$ cat src/rtl/shx_pkg.sv
package shx_pkg;

   typedef enum logic [2:0] {
      OP_BSRL  = 3'd0,
      OP_BSRA  = 3'd1,
      OP_BSLL  = 3'd2,
      OP_SRA1  = 3'd3,
      OP_SRC1  = 3'd4,
      OP_SRL1  = 3'd5,
      OP_SEXTB = 3'd6,
      OP_SEXTH = 3'd7
   } shx_op_e;

   function automatic logic is_single(input shx_op_e op);
      return (op == OP_SRA1) || (op == OP_SRC1) || (op == OP_SRL1);
   endfunction

   function automatic logic is_barrel(input shx_op_e op);
      return (op == OP_BSRL) || (op == OP_BSRA) || (op == OP_BSLL);
   endfunction

endpackage

$ cat src/rtl/shx_barrel.sv
module shx_barrel #(
   parameter int DATA_W = 32,
   parameter bit LOG_STAGES = 1'b1,
   localparam int SH_W = $clog2(DATA_W)
) (
   input  logic [DATA_W-1:0] din,
   input  logic [SH_W-1:0]   amt,
   input  logic              go_left,
   input  logic              arith,
   output logic [DATA_W-1:0] dout
);

   initial begin
      if ((1 << SH_W) != DATA_W) $error("shx_barrel: DATA_W must be a power of two");
   end

   generate
      if (LOG_STAGES) begin : g_log
         logic [DATA_W-1:0] rev_in;
         logic [DATA_W-1:0] rev_out;
         logic [DATA_W-1:0] stg [0:SH_W];
         logic              fill;

         for (genvar i = 0; i < DATA_W; i++) begin : g_rev
            assign rev_in[i]  = din[DATA_W-1-i];
            assign rev_out[i] = stg[SH_W][DATA_W-1-i];
         end

         assign fill   = arith & ~go_left & din[DATA_W-1];
         assign stg[0] = go_left ? rev_in : din;

         for (genvar k = 0; k < SH_W; k++) begin : g_stage
            localparam int D = 1 << k;
            assign stg[k+1] = amt[k] ? {{D{fill}}, stg[k][DATA_W-1:D]} : stg[k];
         end

         assign dout = go_left ? rev_out : stg[SH_W];
      end else begin : g_ops
         always_comb begin
            if (go_left)
               dout = din << amt;
            else if (arith)
               dout = DATA_W'($signed(din) >>> amt);
            else
               dout = din >> amt;
         end
      end
   endgenerate

endmodule

$ cat src/rtl/shx_single.sv
module shx_single #(
   parameter int DATA_W = 32
) (
   input  shx_pkg::shx_op_e  op,
   input  logic [DATA_W-1:0] din,
   input  logic              cin,
   output logic [DATA_W-1:0] dout,
   output logic              cout
);
   import shx_pkg::*;

   logic top_bit;

   always_comb begin
      unique case (op)
         OP_SRA1: top_bit = din[DATA_W-1];
         OP_SRC1: top_bit = cin;
         default: top_bit = 1'b0;
      endcase
   end

   assign dout = {top_bit, din[DATA_W-1:1]};
   assign cout = din[0];

endmodule

$ cat src/rtl/shx_sext.sv
module shx_sext #(
   parameter int DATA_W = 32,
   parameter int BYTE_W = 8,
   parameter int HALF_W = 16
) (
   input  logic              half,
   input  logic [DATA_W-1:0] din,
   output logic [DATA_W-1:0] dout
);

   initial begin
      if (BYTE_W < 1 || BYTE_W >= HALF_W || HALF_W >= DATA_W)
         $error("shx_sext: need 0 < BYTE_W < HALF_W < DATA_W");
   end

   logic [DATA_W-1:0] ext_b;
   logic [DATA_W-1:0] ext_h;

   assign ext_b = {{(DATA_W-BYTE_W){din[BYTE_W-1]}}, din[BYTE_W-1:0]};
   assign ext_h = {{(DATA_W-HALF_W){din[HALF_W-1]}}, din[HALF_W-1:0]};
   assign dout  = half ? ext_h : ext_b;

endmodule

$ cat src/rtl/shx_unit.sv
module shx_unit #(
   parameter int DATA_W     = 32,
   parameter int IMM_W      = 16,
   parameter int BYTE_W     = 8,
   parameter int HALF_W     = 16,
   parameter bit LOG_STAGES = 1'b1,
   parameter bit OUT_REG    = 1'b1,
   localparam int SH_W = $clog2(DATA_W)
) (
   input  logic              clk,
   input  logic              rst_n,
   input  logic              op_valid,
   input  logic [2:0]        op_sel,
   input  logic [DATA_W-1:0] operand_a,
   input  logic [DATA_W-1:0] shamt_reg,
   input  logic [IMM_W-1:0]  shamt_imm,
   input  logic              use_imm,
   input  logic              carry_in,
   output logic [DATA_W-1:0] res,
   output logic              carry_out,
   output logic              carry_we,
   output logic              res_valid
);
   import shx_pkg::*;

   initial begin
      if (IMM_W < SH_W) $error("shx_unit: IMM_W must hold a full shift amount");
   end

   shx_op_e           op;
   logic [SH_W-1:0]   amt;
   logic [DATA_W-1:0] bar_res, one_res, ext_res;
   logic              one_cy;
   logic [DATA_W-1:0] nxt_res;
   logic              nxt_cy, nxt_we;
   logic              unused_hi;

   assign op  = shx_op_e'(op_sel);
   assign amt = use_imm ? shamt_imm[SH_W-1:0] : shamt_reg[SH_W-1:0];
   assign unused_hi = ^{shamt_reg[DATA_W-1:SH_W], shamt_imm[IMM_W-1:SH_W]};

   shx_barrel #(.DATA_W(DATA_W), .LOG_STAGES(LOG_STAGES)) u_barrel (
      .din     (operand_a),
      .amt     (amt),
      .go_left (op == OP_BSLL),
      .arith   (op == OP_BSRA),
      .dout    (bar_res)
   );

   shx_single #(.DATA_W(DATA_W)) u_single (
      .op   (op),
      .din  (operand_a),
      .cin  (carry_in),
      .dout (one_res),
      .cout (one_cy)
   );

   shx_sext #(.DATA_W(DATA_W), .BYTE_W(BYTE_W), .HALF_W(HALF_W)) u_sext (
      .half (op == OP_SEXTH),
      .din  (operand_a),
      .dout (ext_res)
   );

   always_comb begin
      nxt_we = op_valid & is_single(op);
      nxt_cy = nxt_we & one_cy;
      if (is_barrel(op))
         nxt_res = bar_res;
      else if (is_single(op))
         nxt_res = one_res;
      else
         nxt_res = ext_res;
   end

   generate
      if (OUT_REG) begin : g_reg
         always_ff @(posedge clk) begin
            if (!rst_n) begin
               res       <= '0;
               carry_out <= 1'b0;
               carry_we  <= 1'b0;
               res_valid <= 1'b0;
            end else begin
               res_valid <= op_valid;
               carry_we  <= nxt_we;
               carry_out <= nxt_cy;
               if (op_valid) res <= nxt_res;
            end
         end
      end else begin : g_comb
         assign res       = rst_n ? nxt_res : '0;
         assign carry_out = rst_n & nxt_cy;
         assign carry_we  = rst_n & nxt_we;
         assign res_valid = rst_n & op_valid;
      end
   endgenerate

endmodule

$ cat config.mk
export PLATFORM = sky130hd
export DESIGN_NAME = shx_unit
export DESIGN_NICKNAME = d
export VERILOG_FILES = /design/src/rtl/shx_pkg.sv /design/src/rtl/shx_barrel.sv /design/src/rtl/shx_single.sv /design/src/rtl/shx_sext.sv /design/src/rtl/shx_unit.sv
export SDC_FILE = /design/constraint.sdc
export NUM_CORES = 1
export LEC_CHECK = 0
export CAP_MARGIN = 25
export CORE_MARGIN = 3
export CORE_UTILIZATION = 45
export CTS_CLUSTER_DIAMETER = 40
export DETAILED_ROUTE_END_ITERATION = 6
export GPL_TIMING_DRIVEN = 1
export PLACE_DENSITY = 0.75
export SYNTH_ARGS = -nofsm -noshare
export SYNTH_HDL_FRONTEND = slang
export SYNTH_HIERARCHICAL = 1
export SYNTH_SLANG_ARGS = --single-unit
$ cat constraint.sdc
create_clock -name clk -period 6 [get_ports clk]
set_clock_uncertainty 0.2 [all_clocks]
set_input_delay 0.6 -clock clk [delete_from_list [all_inputs] [get_ports clk]]
set_output_delay 0.6 -clock clk [all_outputs]
set_load 0.01 [all_outputs]
==> flow_metrics.tcl <==
set metrics [dict create \
    comb_power_share_pct 54.4 \
    drive_gt1_share_pct 20.3 \
    arrival_ns 4.73 \
    dp_slack_ns 0.964 \
    synth_top_family_by_area "multiplexers" \
    hold_violations 0 \
    whs_ns 0.312 \
    p_int_mw 0.728 \
    antenna_found_initial 0 \
    cts_tree "done" \
    path_clk_slew_ns 0.06 \
    synth_area_per_cell_um2 8.18 \
    cts_buffers 5 \
    overflow 0 \
    start_util_pct 46.9 \
    gp_congestion 1.02 \
    power_leakage_nw 2.42 \
    relSlewSlack_pct 33.3 \
    swShare_pct 40.6 \
    sequentialPowerShare_pct 21.2 \
    slew_violations 0 \
    clk_latency_ns 0.28 \
    yosys_register_bits 35 \
    ys_seq_area_share_pct 11.1 \
    core_area_um2 13500 \
    area_growth_pct 8.87 \
    ys.flop_type "dfxtp_1" \
    fin_crit_sh_pct 80.4 \
    netlist_area_um2 6300 \
    die_height_um 124 \
    fin_nets 837 \
    die_x_um 124 \
    crit_type "input port to register" \
    max_freq_mhz 207 \
    ctsLongestPathBuffers 2 \
    worst_pin_slew_ns 1.00 \
    endpoint_kind "register" \
    synth_xor_xnor_area_share_pct 0.139 \
    synthArstFlopShare_pct 0 \
    multiInputGateArea_um2 4810 \
    root_buffer "clkbuf_16" \
    holdBufCountCts 0 \
    switching_power_mw 0.498 \
    drtIter0Drc 1087 \
    firstDrtPassIters 6 \
    grt_pass1_wl_um 35000 \
    critPathRequiredTime_ns 5.90 \
    synthAdderAreaFrac_pct 0 \
    p_per_area_nw_per_um2 179 \
    vias_per_cell 7.03 \
    design.portCount 123 \
    fill_cells 1305 \
    grtUsageTotal_pct 28.0 \
    cap_viol_max_count 0 \
    n_antenna_cell 0 \
    start_kind "input port" \
    rows 42 \
    cp_max_fo 28 \
    synth_cells 771 \
    synth_compound_area_share_pct 25.0 \
    clkPwrFrac_pct 24.3 \
    hold_class "register to register" \
    clock_sinks 35 \
    synth_cell_types 68 \
    antenna_left 0 \
    fin_crit_ns 4.83 \
    rsz0062_at_grt "false" \
    drcViolationCount 0 \
    outcome "finished, final reports clean" \
    drt_wl_total_um 22800 \
    grt_max_degree 72 \
    setup_ws_ns 1.17 \
    muxShareOfSynthArea_pct 31.2 \
    final_cell_mix "91 x nand2_1, 83 x clkdlybuf4s50_1, 67 x mux2_2, 46 x nor2_1, 35 x dfxtp_1" \
    seq_area_um2 701 \
    dieArea_um2 15500 \
    setup_viol 0 \
    h-tree-depth 2 \
    yosys.area_share.simple_pct 20.0 \
    ctsResizeCount 0 \
    io_buffer_count 84 \
    routedWlPerCell_um 24.7 \
    setup-tns-final_ns 0 \
    yosysWarnings 6 \
    synth_edf_count 0 \
    vias 6514 \
    cts_setup_buffers 0 \
    synth_nets 859 \
    hpwl_um 16700 \
    peakVddDrop_mv 0.139 \
    layout_commonest_cell "nand2_1" \
    grt_pass1_vias 5893 \
]
-- registers in the layout (all words and copies together), names as in the netlist --
name       flops
res_valid      1
res           32
carry_we       1
carry_out      1
-- kinds of logic after synthesis --
group / Yosys count
flip-flops: 35
XOR/XNOR: 1
AO/OA/AOI/OAI: 207
AND/OR/NAND/NOR: 254
buffers and inverters: 133
multiplexers: 141
-- worst paths after layout --
check             startpoint      end  slack (ns)  cells after the start
setup reg to reg     res[12]  res[12]        4.88                      3
setup / recovery     use_imm  res[25]        1.17                      9
hold / removal       res[15]  res[15]        0.31                      2
hold reg to reg      res[15]  res[15]        0.31                      2
-- layer usage --
| layer | part of all wire [%] | wire length, µm | GRT usage (%) |
|---|---|---|---|
| met5 | 0 | 0 | 0 |
| met4 | 3.6 | 832 | 8.70 |
| met3 | 12 | 2690 | 5.27 |
| met2 | 45 | 10200 | 43.3 |
| met1 | 40 | 9150 | 39.6 |
-- Yosys cell counts, types with 18 or more instances --
library cell	n	share of area, %
nor2_1	46	2.7
nand2_1	91	5.4
clkbuf_1	35	2.1
mux2_2	68	12
mux2i_1	29	4.6
a41oi_1	18	2.5
nor2b_1	24	2.4
buf_4	62	7.4
a21oi_1	24	1.9
nand2b_1	20	2.0
dfxtp_1	35	11
mux4_2	34	12
o21ai_0	34	2.7
-- power groups by stage --
stage	logic (mW)	clock network [mW]	registers (mW)
floorplan	0.442	0	0.273
global placement	0.642	0	0.264
detailed placement	0.641	0	0.265
CTS	0.645	0.302	0.260
global route	0.699	0.310	0.262
finish	0.668	0.298	0.260
-- area by class of cell --
| type | instances | area share, % |
|---|---|---|
| sequential | 35 | 10.2 |
| multi-input combinational | 603 | 70.1 |
| clock inverter | 3 | 0.638 |
| tap | 176 | 3.21 |
| clock buffer | 5 | 1.82 |
| inverter | 7 | 0.383 |
| timing repair buffer | 97 | 13.6 |
-- per-stage QoR --
| step | total power [mW] | std cells | instance area [µm²] | utilization, % |
|---|---|---|---|---|
| 6_report | 1.23 | 926 | 6860 | 51.0 |
| 5_1_grt | 1.27 | 926 | 6860 | 51.0 |
| 4_1_cts | 1.21 | 926 | 6860 | 51.0 |
| 3_5_place_dp | 0.906 | 918 | 6690 | 49.8 |
| 3_3_place_gp | 0.906 | 918 | 6690 | 49.8 |
| 2_1_floorplan | 0.714 | 771 | 6300 | - |
-- critical path, cell delays in order --
cell and delay, ns:
clkdlybuf4s50_1 0.59, mux2_2 0.62, clkinv_1 0.80, mux4_2 0.63, a32o_1 0.25, nor4b_1 0.62
mux2i_1 0.30, nand3b_1 0.17, a41oi_1 0.13
No activity file was read; power rests on OpenSTA's default activity.
